$ cat config.mk
export PLATFORM = sky130hd
export DESIGN_NAME = pport_rev_tx
export DESIGN_NICKNAME = d
export VERILOG_FILES = /design/src/rtl/pport_rev_pkg.sv /design/src/rtl/pport_sync2.sv /design/src/rtl/pport_rev_wdog.sv /design/src/rtl/pport_rev_fsm.sv /design/src/rtl/pport_rev_tx.sv
export SDC_FILE = /design/constraint.sdc
export NUM_CORES = 1
export LEC_CHECK = 0
export ABC_AREA = 1
export BUFFER_PORTS_ARGS = -buffer_cell sky130_fd_sc_hd__buf_2
export CORE_UTILIZATION = 55
export DETAILED_ROUTE_END_ITERATION = 10
export PLACE_DENSITY = 0.77
export RECOVER_POWER = 100
export SKIP_LAST_GASP = 1
export SLEW_MARGIN = 20
export SYNTH_ARGS = -nofsm -noshare
export SYNTH_HDL_FRONTEND = slang
export SYNTH_SLANG_ARGS = --single-unit
$ cat constraint.sdc
create_clock -name clk -period 2.2 [get_ports clk]
set_input_delay 0.22 -clock clk [delete_from_list [all_inputs] [get_ports clk]]
set_output_delay 0.22 -clock clk [all_outputs]
set_load 0.01 [all_outputs]
$ cat src/rtl/pport_rev_pkg.sv
package pport_rev_pkg;
    typedef enum logic [2:0] {
        RS_IDLE,
        RS_FETCH,
        RS_SETUP,
        RS_ACKHI,
        RS_ACKLO
    } rtx_state_e;
endpackage

$ cat src/rtl/pport_sync2.sv
module pport_sync2 (
    input  logic clk,
    input  logic rst_n,
    input  logic d_i,
    output logic q_o
);
    logic [1:0] sr_d, sr_q;

    always_comb begin
        sr_d = {sr_q[0], d_i};
    end

    always_ff @(posedge clk or negedge rst_n) begin
        if (!rst_n) sr_q <= '0;
        else        sr_q <= sr_d;
    end

    assign q_o = sr_q[1];
endmodule

$ cat src/rtl/pport_rev_wdog.sv
module pport_rev_wdog #(
    parameter int LIMIT = 200000
) (
    input  logic clk,
    input  logic rst_n,
    input  logic run_i,
    input  logic kick_i,
    output logic expired_o
);
    localparam int W = $clog2(LIMIT + 1);
    localparam logic [W-1:0] LAST = W'(LIMIT - 1);

    logic [W-1:0] cnt_d, cnt_q;

    always_comb begin
        cnt_d = cnt_q;
        if (!run_i || kick_i)  cnt_d = '0;
        else if (cnt_q != LAST) cnt_d = cnt_q + 1'b1;
    end

    always_ff @(posedge clk or negedge rst_n) begin
        if (!rst_n) cnt_q <= '0;
        else        cnt_q <= cnt_d;
    end

    assign expired_o = run_i && (cnt_q == LAST);
endmodule

$ cat src/rtl/pport_rev_fsm.sv
module pport_rev_fsm
    import pport_rev_pkg::*;
#(
    parameter int DATA_W    = 8,
    parameter int CNT_W     = 16,
    parameter int SETUP_CYC = 2
) (
    input  logic              clk,
    input  logic              rst_n,
    input  logic              start_i,
    input  logic [CNT_W-1:0]  count_i,
    input  logic [DATA_W-1:0] in_data_i,
    input  logic              in_valid_i,
    output logic              in_ready_o,
    input  logic              ack_s_i,
    input  logic              tmo_i,
    output logic              run_o,
    output logic              kick_o,
    output logic [DATA_W-1:0] pd_o,
    output logic              strobe_o,
    output logic              busy_o,
    output logic              done_o,
    output logic              abort_o
);
    localparam int SET_W = $clog2(SETUP_CYC + 1);
    localparam logic [SET_W-1:0] SETUP_LAST = SET_W'(SETUP_CYC - 1);
    localparam logic [CNT_W-1:0] ONE = CNT_W'(1);

    typedef struct packed {
        rtx_state_e        st;
        logic [CNT_W-1:0]  left;
        logic [SET_W-1:0]  setup;
        logic [DATA_W-1:0] data;
        logic              strobe;
        logic              done;
        logic              abort;
    } regs_t;

    regs_t r_d, r_q;

    always_comb begin
        r_d      = r_q;
        r_d.done = 1'b0;
        kick_o   = 1'b0;
        case (r_q.st)
            RS_IDLE: begin
                if (start_i) begin
                    r_d.abort = 1'b0;
                    if (count_i == '0) begin
                        r_d.done = 1'b1;
                    end else begin
                        r_d.left = count_i;
                        r_d.st   = RS_FETCH;
                    end
                end
            end
            RS_FETCH: begin
                if (in_valid_i) begin
                    r_d.data  = in_data_i;
                    r_d.setup = '0;
                    r_d.st    = RS_SETUP;
                end
            end
            RS_SETUP: begin
                if (r_q.setup == SETUP_LAST) begin
                    r_d.strobe = 1'b0;
                    r_d.st     = RS_ACKHI;
                end else begin
                    r_d.setup = r_q.setup + 1'b1;
                end
            end
            RS_ACKHI: begin
                if (ack_s_i) begin
                    kick_o     = 1'b1;
                    r_d.strobe = 1'b1;
                    r_d.st     = RS_ACKLO;
                end else if (tmo_i) begin
                    r_d.strobe = 1'b1;
                    r_d.abort  = 1'b1;
                    r_d.st     = RS_IDLE;
                end
            end
            RS_ACKLO: begin
                if (!ack_s_i) begin
                    kick_o   = 1'b1;
                    r_d.left = r_q.left - 1'b1;
                    if (r_q.left == ONE) begin
                        r_d.done = 1'b1;
                        r_d.st   = RS_IDLE;
                    end else begin
                        r_d.st = RS_FETCH;
                    end
                end else if (tmo_i) begin
                    r_d.abort = 1'b1;
                    r_d.st    = RS_IDLE;
                end
            end
            default: r_d.st = RS_IDLE;
        endcase
    end

    always_ff @(posedge clk or negedge rst_n) begin
        if (!rst_n) begin
            r_q.st     <= RS_IDLE;
            r_q.left   <= '0;
            r_q.setup  <= '0;
            r_q.data   <= '0;
            r_q.strobe <= 1'b1;
            r_q.done   <= 1'b0;
            r_q.abort  <= 1'b0;
        end else begin
            r_q <= r_d;
        end
    end

    assign in_ready_o = (r_q.st == RS_FETCH);
    assign run_o      = (r_q.st == RS_ACKHI) || (r_q.st == RS_ACKLO);
    assign busy_o     = (r_q.st != RS_IDLE);
    assign pd_o       = r_q.data;
    assign strobe_o   = r_q.strobe;
    assign done_o     = r_q.done;
    assign abort_o    = r_q.abort;
endmodule

$ cat src/rtl/pport_rev_tx.sv
module pport_rev_tx #(
    parameter int DATA_W    = 8,
    parameter int CNT_W     = 16,
    parameter int SETUP_CYC = 2,
    parameter int TMO_CYC   = 200000
) (
    input  logic              clk,
    input  logic              rst_n,
    input  logic              start_i,
    input  logic [CNT_W-1:0]  count_i,
    input  logic [DATA_W-1:0] in_data_i,
    input  logic              in_valid_i,
    output logic              in_ready_o,
    input  logic              host_ack_i,
    output logic [DATA_W-1:0] pd_o,
    output logic              strobe_o,
    output logic              busy_o,
    output logic              done_o,
    output logic              abort_o
);
    logic ack_s, tmo, run, kick;

    pport_sync2 u_sync (
        .clk   (clk),
        .rst_n (rst_n),
        .d_i   (host_ack_i),
        .q_o   (ack_s)
    );

    pport_rev_wdog #(.LIMIT(TMO_CYC)) u_wdog (
        .clk       (clk),
        .rst_n     (rst_n),
        .run_i     (run),
        .kick_i    (kick),
        .expired_o (tmo)
    );

    pport_rev_fsm #(
        .DATA_W    (DATA_W),
        .CNT_W     (CNT_W),
        .SETUP_CYC (SETUP_CYC)
    ) u_fsm (
        .clk        (clk),
        .rst_n      (rst_n),
        .start_i    (start_i),
        .count_i    (count_i),
        .in_data_i  (in_data_i),
        .in_valid_i (in_valid_i),
        .in_ready_o (in_ready_o),
        .ack_s_i    (ack_s),
        .tmo_i      (tmo),
        .run_o      (run),
        .kick_o     (kick),
        .pd_o       (pd_o),
        .strobe_o   (strobe_o),
        .busy_o     (busy_o),
        .done_o     (done_o),
        .abort_o    (abort_o)
    );
endmodule

; ---- Word level (Yosys, flattened, before mapping)
; Index checks and enable logic that the tools add are counted.
[word_totals]
regBits = 52
latchBits = 0
ram_bits = 0
mem_bits_ro = 0
out_inout_bits = 13
memories = 0
[classes]
addsub = 3
multipliers = 0
div = 0
order_cmp = 0
n_eq_ne = 17
shift = 0
muxes = 32
bitwise = 0
n_reduce_logical = 18
[ops]
columns = cell, n
row1 = 2-to-1 mux 19 bit, 2
row2 = 2-to-1 mux 18 bit, 2
row3 = case mux 16 bit (2 select lines), 1
row4 = "adder 18 x 1 -> 18 bit, second input constant", 1
row5 = "== test 18 bit, second input constant", 1
row6 = "inequality test 18 bit, second input constant", 1
row7 = "== test 16 x 1 -> 1 bit, second input constant", 1
row8 = logical NOT 16 bit, 1
row9 = 2-to-1 mux 16 bit, 1
row10 = "subtractor 16 x 1 -> 16 bit, second input constant", 1
row11 = 2-to-1 mux 3 bit, 5
row12 = case mux 3 bit (5 select lines), 1
row13 = "inequality test 2 bit, second input constant", 7
row14 = 2-to-1 mux 1 bit, 12
row15 = AND reduction 4 bit, 3
row16 = 2-to-1 mux 10 bit, 1
row17 = nonzero test 2 bit, 4
row18 = "== test 3 x 2 -> 1 bit, second input constant", 2
row19 = case mux 1 bit (2 select lines), 3
row20 = AND reduction 3 bit, 2
row21 = nonzero test 3 bit, 2
row22 = 2-to-1 mux 2 bit, 2
row23 = case mux 2 bit (2 select lines), 1
row24 = "== test 3 x 1 -> 1 bit, second input constant", 1
row25 = other kinds (11), 12

; ---- Depth between registers and ports, before layout
; Gate-level depths: netlist of the first run.
[logic_depth]
word_depth = 6
mapped_depth = 12

; ---- Modules after synthesis
; From an unflattened synthesis of the first run, not the netlist that was laid out.
[unflattened]
hier_cells = 475
hier_area_um2 = 3373.2
[by_module_without_submodules]
columns = module, instances, cells_each, area_each_um2
row1 = pport_rev_fsm, 1, 311, 2195.9
row2 = pport_rev_wdog, 1, 162, 1127.3
row3 = pport_sync2, 1, 2, 50.0

; ---- Least setup slack after synthesis of the first run
; No wires, ideal clock.
[synth_timing]
path_kind = register -> register
from = register u_wdog.cnt_q[0]
to = register u_wdog.cnt_q[11]
setup_time_ns = 0.120
t_arrival_ns = 1.429
slack_ns = 0.651
path_stages_with_launch = 12
synth_period_minus_slack_ns = 1.549
cell_sequence = dfrtp_1 ha_1 nand2_1 inv_1 nand2_1 nor2_1 nand2_2 inv_2 nor2_1 nand3_1 nand2_1 a21oi_1
[synth_between]
elab_chain_len = 3
elab_cells_between_ends = 5
cone_classes = add/sub (1) / eq/ne (1) / mux (2) / reduce/logical (1)
[synth_lines]
columns = element, line
row1 = "start, declared", pport_rev_wdog.sv:13  ; logic [W-1:0] cnt_d, cnt_q;
row2 = "start signal, assigned", pport_rev_wdog.sv:23  ; else cnt_q <= cnt_d;
row3 = adder 18 x 1 -> 18 bit, pport_rev_wdog.sv:18  ; else if (cnt_q != LAST) cnt_d = cnt_q + 1'b1;
row4 = 2-to-1 mux 18 bit, pport_rev_wdog.sv:18
row5 = 2-to-1 mux 18 bit, pport_rev_wdog.sv:17  ; if (!run_i || kick_i) cnt_d = '0;
; Parallel ways exist; a longest one is shown, timed or not. The select of a mux whose other input is x is not followed.
; A chain may end at the register's enable or synchronous reset.

; ---- Worst setup path after layout of the first run
[layout_timing]
from = register u_fsm.r_q[30] in the netlist's numbering
to = register u_wdog.cnt_q[4]
[layout_between]
elab_chain_len = 5
elab_cells_between_ends = 8
cone_classes = eq/ne (2) / mux (2) / reduce/logical (4)
[layout_lines]
columns = element, line
row1 = "start, declared", pport_rev_fsm.sv:39  ; regs_t r_d, r_q;
row2 = "start signal, assigned", pport_rev_fsm.sv:112  ; r_q <= r_d;
row3 = "parallel branches: the longest is 3 deep, another holds == test 3 bit", -
row4 = logical OR 1 bit *, pport_rev_wdog.sv:17
row5 = 2-to-1 mux 18 bit / nonzero test 2 bit (equally long branches), -
; Every way passes the cells marked *.

==> qor.tcl, run 1 <==
set qor(finalWorstSetupSlack_ns) 0.349
set qor(vias) 2730
set qor(place_hpwl_um) 4840
set qor(min_period_over_period_pct) 84.1
set qor(cts_buffer_depth) 2
set qor(r2r_end) {u_wdog.cnt_q[4]}
set qor(timing.clock.skew_ns) 0.00953
set qor(fillerInstances) 518
set qor(grt_setup_unrepaired) {no}
set qor(routed_wirelength_um) 6430
set qor(power_frac_clock_pct) 15.3
set qor(reg2reg_depth) 7
set qor(fin_crit_ns) 1.85
set qor(crit_fanout) 12
set qor(post-route-drc-count) 0
set qor(critical-path-top-cell-by-count) {sky130_fd_sc_hd__nand2_1}
set qor(max_stage_delay_on_crit_path_ns) 0.43
set qor(dr.first_iter.drc_count) 124
set qor(swShare_pct) 43.5
set qor(grt_antenna_before_repair) 0
set qor(portBuffers) 41
set qor(syn_nets) 451
set qor(gr-max-usage-layer) {met2}
set qor(grt.total_usage_pct) 23.3
set qor(tightestPinTransition_ns) 1.47
set qor(dp_worst_setup_slack_ns) 0.460
set qor(part_of_the_power_in_registers_pct) 40.1
set qor(fp-row-count) 27
set qor(cts_made_buffers) 5
set qor(path_delay_family) {simple AND/OR/NAND/NOR gates}
set qor(detail_route.first_pass.iterations) 4
set qor(timing_max_transition_violations_final) 0
set qor(launching_element_type_of_the_critical_path) {register}
set qor(aggregate_negative_setup_slack_ns) 0
set qor(internal-power_mw) 2.07
set qor(global_route.usage.met3_pct) 3.10
set qor(critical_path.endpoint_type) {register}
set qor(finish.net_count) 489
set qor(reg2reg_setup_slack_ns) 0.35
set qor(synth_area_sq_um) 3110
set qor(grt_overflow) 0
set qor(cts_root_buffer) {sky130_fd_sc_hd__clkbuf_8}
set qor(final_layout_size_suffix_gt1_share_pct) 12.3
set qor(syn_inst) 418
set qor(async_flop_share_pct) 100
set qor(worst_r2r_startpoint) {u_fsm.r_q[30]}
set qor(maxSlewHeadroom_pct) 1.85
set qor(floorplan.die.width_um) 77.2
set qor(total_placed_cells_including_tap_cells) 520
set qor(core_area_sq_um) 5470
set qor(groute.layer.met2.usage_pct) 40.4
set qor(number_of_antenna_cells_inserted) 0
set qor(report.final.hold_viol_count) 0
set qor(power.net_switching_mw) 1.59
set qor(timing.critical_path.required_ns) 2.43
set qor(timing.critical_path.buf_inv) 1
set qor(area_of_the_die_sq_um) 5960
set qor(whs_endpoint) {u_sync.sr_q[0]}
set qor(synth_warnings) 0
set qor(first_pass_grt_wire_length_um) 11000
set qor(timing.critical_path.slowest_stage_cell) {sky130_fd_sc_hd__dfrtp_1}
set qor(grt_use_met1_pct) 29.4
set qor(via_per_inst) 5.16
set qor(pwr-share-comb_pct) 44.6
set qor(gp_congestion) 0.897
set qor(holdPathStages) 1
set qor(first_global_vias) 2562
set qor(post_synth_num_cell_types) 37
set qor(initial_utilization_pct) 56.8
set qor(grt_start_max_net_pins) 28
set qor(ctsHoldBuffers) 1
set qor(tritoncts_clock_tree) {yes}
set qor(cts-resized-gates) 0
set qor(min_path_type) {in -> reg}
set qor(worstPathArrival_ns) 2.08
set qor(final_core_utilization_pct) 62.0
set qor(dieHeight_um) 77.2
set qor(worst_skew_pair.late_latency_ns) 0.31
set qor(top_level_ports) 42
set qor(ys_dominant_reg_cell) {sky130_fd_sc_hd__dfrtp_1}
set qor(setup_violations) 0
set qor(setup.worst_path.class) {reg -> reg}
set qor(cellPowerDensity_nw_per_um2) 1080
set qor(clk_transition_reported_paths_ns) 0.10
set qor(clock-sinks) 52
set qor(worstHoldStart) {host_ack_i}
set qor(max_freq_mhz) 540
set qor(cp_cell_sequence) {nor2_1, nand2_1, nand2_1, nand3_1, inv_2, o21ai_0, a31oi_1}
set qor(vdd_ir_drop_max_uv) 516
set qor(post_cts_buffers) 0
set qor(area.growth.synth_to_final_pct) 9.18
set qor(synth.avg_cell_area_sq_um) 7.44
set qor(synth-edff-count) 0
set qor(wire_per_inst_um) 12.2
set qor(design_area_sq_um) 3390
set qor(ant_nets) 0
set qor(synth.ff_latch_count) 52
set qor(layoutNonFillerInstCount) 529
set qor(max-cap-violations) 0
set qor(status) {finished, final reports clean}
set qor(synth-seq-area-share_pct) 41.9
set qor(cts-htree-levels) 2
set qor(detailed_place.area_sq_um) 3340
set qor(power.static_leakage_nw) 1.64
-- state kept, by name, summed over array words and instances (netlist names) --
name and cells:
u_fsm.r_q 21, u_wdog.cnt_q 18, u_fsm.pd_o 8, u_sync.sr_q 2
u_fsm.abort_o 1, u_fsm.done_o 1, u_fsm.strobe_o 1
-- power by group through the flow --
stage	logic, mW	registers [mW]	clock network [mW]
final	1.63	1.47	0.560
after global routing	1.88	1.51	0.604
after CTS	1.70	1.47	0.576
after detailed placement	1.69	1.49	0
after global placement	1.64	1.48	0
after floorplan	1.41	1.44	0
-- stage by stage --
step	hold slack (ns)	power, mW
2_1_floorplan	-0.0756	2.86
3_3_place_gp	0.265	3.12
3_5_place_dp	0.269	3.18
4_1_cts	0.000360	3.75
5_1_grt	0.00396	3.99
6_report	0.00988	3.66
-- synthesized netlist by cell type, types with 2 or more instances --
cell type | instances | area [sq um]
sky130_fd_sc_hd__nand2_1 | 100 | 375
sky130_fd_sc_hd__nand3b_1 | 2 | 15.0
sky130_fd_sc_hd__nand2_2 | 3 | 18.8
sky130_fd_sc_hd__xor2_1 | 5 | 43.8
sky130_fd_sc_hd__buf_2 | 4 | 20.0
sky130_fd_sc_hd__buf_4 | 9 | 67.6
sky130_fd_sc_hd__nand3_1 | 28 | 140
sky130_fd_sc_hd__a21oi_1 | 14 | 70.1
sky130_fd_sc_hd__ha_1 | 4 | 50.1
sky130_fd_sc_hd__o21ai_0 | 32 | 160
sky130_fd_sc_hd__inv_2 | 3 | 11.3
sky130_fd_sc_hd__mux2_2 | 8 | 90.1
sky130_fd_sc_hd__xnor2_1 | 2 | 17.5
sky130_fd_sc_hd__a22oi_1 | 2 | 15.0
sky130_fd_sc_hd__dfrtp_1 | 51 | 1280
sky130_fd_sc_hd__o21ai_1 | 8 | 40.0
sky130_fd_sc_hd__nor3_2 | 3 | 30.0
sky130_fd_sc_hd__nor2_1 | 59 | 221
sky130_fd_sc_hd__a31oi_1 | 4 | 25.0
sky130_fd_sc_hd__o21a_1 | 2 | 15.0
sky130_fd_sc_hd__nor2_2 | 3 | 18.8
sky130_fd_sc_hd__inv_1 | 48 | 180
sky130_fd_sc_hd__nand4_1 | 6 | 37.5
sky130_fd_sc_hd__nor3_1 | 5 | 25.0
-- worst max-delay path by stage --
stage	endpoint	slack, ns	startpoint	cells after the start
floorplan	u_wdog.cnt_q[11]	0.65	u_wdog.cnt_q[0]	11
global placement	u_fsm.r_q[24]	0.54	u_fsm.r_q[30]	8
detailed placement	u_wdog.cnt_q[11]	0.46	u_wdog.cnt_q[0]	10
CTS	u_wdog.cnt_q[11]	0.44	u_wdog.cnt_q[0]	10
global route	u_wdog.cnt_q[11]	0.12	u_wdog.cnt_q[0]	10
finish	u_wdog.cnt_q[4]	0.35	u_fsm.r_q[30]	7
-- cells in the final DEF (no fill, tap or decap), types with 6 or more instances in the layout --
cell type / n
sky130_fd_sc_hd__a21oi_1: 15
sky130_fd_sc_hd__buf_2: 29
sky130_fd_sc_hd__clkbuf_1: 12
sky130_fd_sc_hd__dfrtp_1: 51
sky130_fd_sc_hd__inv_1: 48
sky130_fd_sc_hd__mux2_2: 8
sky130_fd_sc_hd__nand2_1: 103
sky130_fd_sc_hd__nand3_1: 29
sky130_fd_sc_hd__nand4_1: 6
sky130_fd_sc_hd__nor2_1: 61
sky130_fd_sc_hd__nor3_1: 6
sky130_fd_sc_hd__o21ai_0: 40
-- cells by family (layout without fill, tap and decap cells) --
kind of cell               after synthesis  after routing  share of synthesized area (%)
buffers and inverters                   65            104                           9.34
and+or+nand+nor                        214            214                           29.9
muxes                                    9              9                           3.22
adders and majority gates                4              4                           1.61
AOI/OAI and AO/OA                       67             67                           12.1
xor gates and xnor gates                 7              7                           1.97
DFF                                     52             52                           41.9
-- cell type report --
type | count | area, sq um | share of cell area [%]
timing repair buffer | 45 | 235 | 6.93
inverter | 51 | 191 | 5.64
clock inverter | 3 | 21.3 | 0.627
sequential | 52 | 1300 | 38.4
multi-input combinational | 301 | 1480 | 43.7
clock buffer | 5 | 68.8 | 2.03
tap | 72 | 90.1 | 2.65
-- routing by layer --
metal  up-vias  routed length (um)
li1       1415                   -
met1      1256                2980
met2        53                3210
met3         6                 171
met4         0                  69
met5         -                   0
(Power assumes the default switching activity.)
==> run 2: changes to the inputs <==
==> constraint.sdc (replaced) <==
create_clock -name clk -period 1.72 [get_ports clk]
set_input_delay 0.172 -clock clk [delete_from_list [all_inputs] [get_ports clk]]
set_output_delay 0.172 -clock clk [all_outputs]
set_load 0.01 [all_outputs]
==> run 2 against run 1 <==
Combinational power grew 49%. Critical endpoint is now u_wdog.cnt_q[11]. Hold slack gained 0.084 ns. Clock skew shrank 0.0011 ns. Routed wire length grew 5.1%. Clock power grew 33%. First-iteration DRC count grew 15%. Highest routed layer unchanged. Via count grew 3.7%. Clock-buffer cell count grew 2. Core utilization grew 2.6 points. Die area is the same. Total power grew 38%. Cell count grew 2.1%.
==> qor.tcl, run 2 (synthesis gave the netlist of run 1 again) <==
set qor(status) {finished, final reports clean}
set qor(place_hpwl_um) 5000 ;# +3.3%
set qor(via_per_inst) 5.24 ;# +1.6%
set qor(layoutNonFillerInstCount) 540 ;# +2.1%
set qor(floorplan.die.width_um) 77.2 ;# unchanged
set qor(cts-htree-levels) 2 ;# unchanged
set qor(maxSlewHeadroom_pct) 20.7 ;# +19 points
set qor(power_frac_clock_pct) 14.7 ;# -0.6 points
set qor(dr.first_iter.drc_count) 142 ;# +15%
set qor(layout.area.seq_sq_um) 1300 ;# unchanged
set qor(clk_transition_reported_paths_ns) 0.10 ;# about the same
set qor(initial_utilization_pct) 56.8 ;# unchanged
set qor(part_of_the_power_in_registers_pct) 37.1 ;# -3.0 points
set qor(wire_per_inst_um) 12.5 ;# +2.9%
set qor(cts_made_buffers) 5 ;# unchanged
set qor(detailed_place.area_sq_um) 3410 ;# +2.0%
set qor(final_core_utilization_pct) 64.6 ;# +2.6 points
set qor(routed_wirelength_um) 6750 ;# +5.1%
set qor(fillerInstances) 503 ;# -2.9%
set qor(whs_ns) 0.0940 ;# +0.0841 ns
set qor(worstPathArrival_ns) 1.87 ;# -0.21 ns
set qor(launching_element_type_of_the_critical_path) {register}
set qor(first_pass_grt_wire_length_um) 11200 ;# +1.4%
set qor(max-cap-violations) 0 ;# unchanged
set qor(aggregate_negative_setup_slack_ns) 0 ;# unchanged
set qor(setup.worst_path.class) {reg -> reg}
set qor(max_freq_mhz) 613 ;# +13%
set qor(core_area_sq_um) 5470 ;# unchanged
set qor(top_level_ports) 42 ;# unchanged
set qor(post-route-drc-count) 0 ;# unchanged
set qor(timing.clock.skew_ns) 0.00848 ;# -0.00105 ns
set qor(number_of_antenna_cells_inserted) 0 ;# unchanged
set qor(finalWorstSetupSlack_ns) 0.0886 ;# -0.261 ns
set qor(final_layout_size_suffix_gt1_share_pct) 17.9 ;# +5.7 points
set qor(min_path_type) {in -> reg}
set qor(cts_buffer_depth) 2 ;# unchanged
set qor(critical_path.endpoint_type) {register}
set qor(clock-sinks) 52 ;# unchanged
set qor(area.growth.synth_to_final_pct) 13.8
set qor(vias) 2830 ;# +3.7%
set qor(swShare_pct) 42.5 ;# -1.1 points
set qor(tightestPinTransition_ns) 1.19 ;# -0.283 ns
set qor(grt_start_max_net_pins) 53 ;# +89%
set qor(detail_route.first_pass.iterations) 5 ;# +1
set qor(design_area_sq_um) 3540 ;# +4.2%
set qor(reg2reg_setup_slack_ns) 0.09 ;# -0.26 ns
set qor(timing.critical_path.required_ns) 1.96 ;# -0.47 ns
set qor(internal-power_mw) 2.90 ;# +40%
set qor(final_cell_mix) {sky130_fd_sc_hd__nand2_1, sky130_fd_sc_hd__nor2_1, sky130_fd_sc_hd__dfrtp_1, sky130_fd_sc_hd__inv_1, sky130_fd_sc_hd__buf_2}
set qor(worst_skew_pair.late_latency_ns) 0.31 ;# about the same
set qor(total_placed_cells_including_tap_cells) 529 ;# +1.7%
set qor(power.static_leakage_nw) 1.70 ;# +3.7%
set qor(largest_register_ffs) 21 ;# unchanged
set qor(pwr-share-comb_pct) 48.2 ;# +3.6 points
set qor(portBuffers) 41 ;# unchanged
set qor(grt_overflow) 0 ;# unchanged
set qor(final_common_cell) {sky130_fd_sc_hd__nand2_1}
set qor(total_power_mw) 5.04 ;# +38%
set qor(cellPowerDensity_nw_per_um2) 1430 ;# +32%
set qor(ant_nets) 0 ;# unchanged
set qor(timing_max_transition_violations_final) 0 ;# unchanged
set qor(power.net_switching_mw) 2.14 ;# +34%
set qor(dp_worst_setup_slack_ns) 0.0427 ;# -0.418 ns
set qor(first_global_vias) 2682 ;# +4.7%
set qor(dieHeight_um) 77.2 ;# unchanged
set qor(reg2reg_depth) 10 ;# +3
set qor(grt_antenna_before_repair) 0 ;# unchanged
set qor(setup_violations) 0 ;# unchanged
set qor(multi_input_area_sq_um) 1540 ;# +3.5%
set qor(area_of_the_die_sq_um) 5960 ;# unchanged
set qor(regMostFlops) {u_fsm.r_q}
set qor(finish.net_count) 500 ;# +2.2%
set qor(grt_setup_unrepaired) {yes}
set qor(grt.total_usage_pct) 23.4 ;# +0.18 points
set qor(crit_fanout) 8 ;# -4
set qor(fp-row-count) 27 ;# unchanged
set qor(fin_crit_ns) 1.63 ;# -0.219 ns
set qor(report.final.hold_viol_count) 0 ;# unchanged
set qor(vdd_ir_drop_max_uv) 690 ;# +34%
set qor(min_period_over_period_pct) 94.8 ;# +11 points
set qor(cts_root_buffer) {sky130_fd_sc_hd__clkbuf_8}
set qor(tritoncts_clock_tree) {yes}
set qor(holdPathStages) 2 ;# +1
set qor(gp_congestion) 0.884 ;# -1.5%
[run 2: cell types whose count changed in the layout (fill, tap and decap cells not counted), moves of 2 or more]
cell / previous run / this run
sky130_fd_sc_hd__buf_2: 29 / 32
sky130_fd_sc_hd__nor3_2: 2 / 4
sky130_fd_sc_hd__buf_4: 2 / 11
sky130_fd_sc_hd__nand2_2: 0 / 3
sky130_fd_sc_hd__nand2_1: 103 / 100
sky130_fd_sc_hd__nor2_2: 1 / 8
sky130_fd_sc_hd__o21ai_1: 0 / 9
sky130_fd_sc_hd__o21ai_0: 40 / 31
sky130_fd_sc_hd__nor3_1: 6 / 4
sky130_fd_sc_hd__nor2_1: 61 / 54
[run 2: cell type report]
class | instances | share of cell area (%)
inverters | 51 | 5.48
repair buffers | 56 | 9.06
clock inverters | 1 | 0.212
well taps | 72 | 2.55
multi-input cells | 301 | 43.4
flip-flops and latches | 52 | 36.8
clock buffers | 7 | 2.44
[run 2: final timing paths]
check | from | endpoint
worst max-delay path | u_wdog.cnt_q[0] | u_wdog.cnt_q[11]
worst min-delay path | in_data_i[6] | u_fsm.pd_o[6]
worst max register to register | u_wdog.cnt_q[0] | u_wdog.cnt_q[11]
worst min register to register | u_sync.sr_q[0] | u_sync.sr_q[1]
max in group asynchronous | rst_n | u_fsm.r_q[25]
min in group asynchronous | rst_n | u_wdog.cnt_q[17]
[run 2: critical path: stages, from the launching register on]
cell and delay (ns):
sky130_fd_sc_hd__dfrtp_1 0.42, sky130_fd_sc_hd__ha_1 0.23, sky130_fd_sc_hd__nand2_1 0.10, sky130_fd_sc_hd__inv_1 0.05
sky130_fd_sc_hd__nand2_1 0.09, sky130_fd_sc_hd__nor2_2 0.06, sky130_fd_sc_hd__nand2_2 0.15, sky130_fd_sc_hd__inv_2 0.07
sky130_fd_sc_hd__nor2_2 0.15, sky130_fd_sc_hd__nand3_1 0.09, sky130_fd_sc_hd__a21oi_1 0.14
[run 2: timing repair]
item,4_1_cts,5_1_grt
hold buffers,2,0
gates resized for setup,0,10
buffers inserted,0,1
setup endpoints to repair,0,15
hold endpoints to repair,52,0
[run 2: layer usage]
layer | track usage (%) | routed length (um) | vias up
li1 | - | - | 1445
met1 | 28.6 | 3100 | 1326
met2 | 42.1 | 3380 | 53
met3 | 4.17 | 217 | 6
met4 | 6.42 | 55 | 0
met5 | 0 | 0 | -
[run 2: power by group through the flow]
stage	sequential (mW)	combinational (mW)	clock, mW
after floorplan	1.84	1.81	0
after global placement	1.87	2.26	0
after detailed placement	1.88	2.33	0
after CTS	1.86	2.35	0.752
after global routing	1.92	2.72	0.791
final	1.87	2.43	0.742
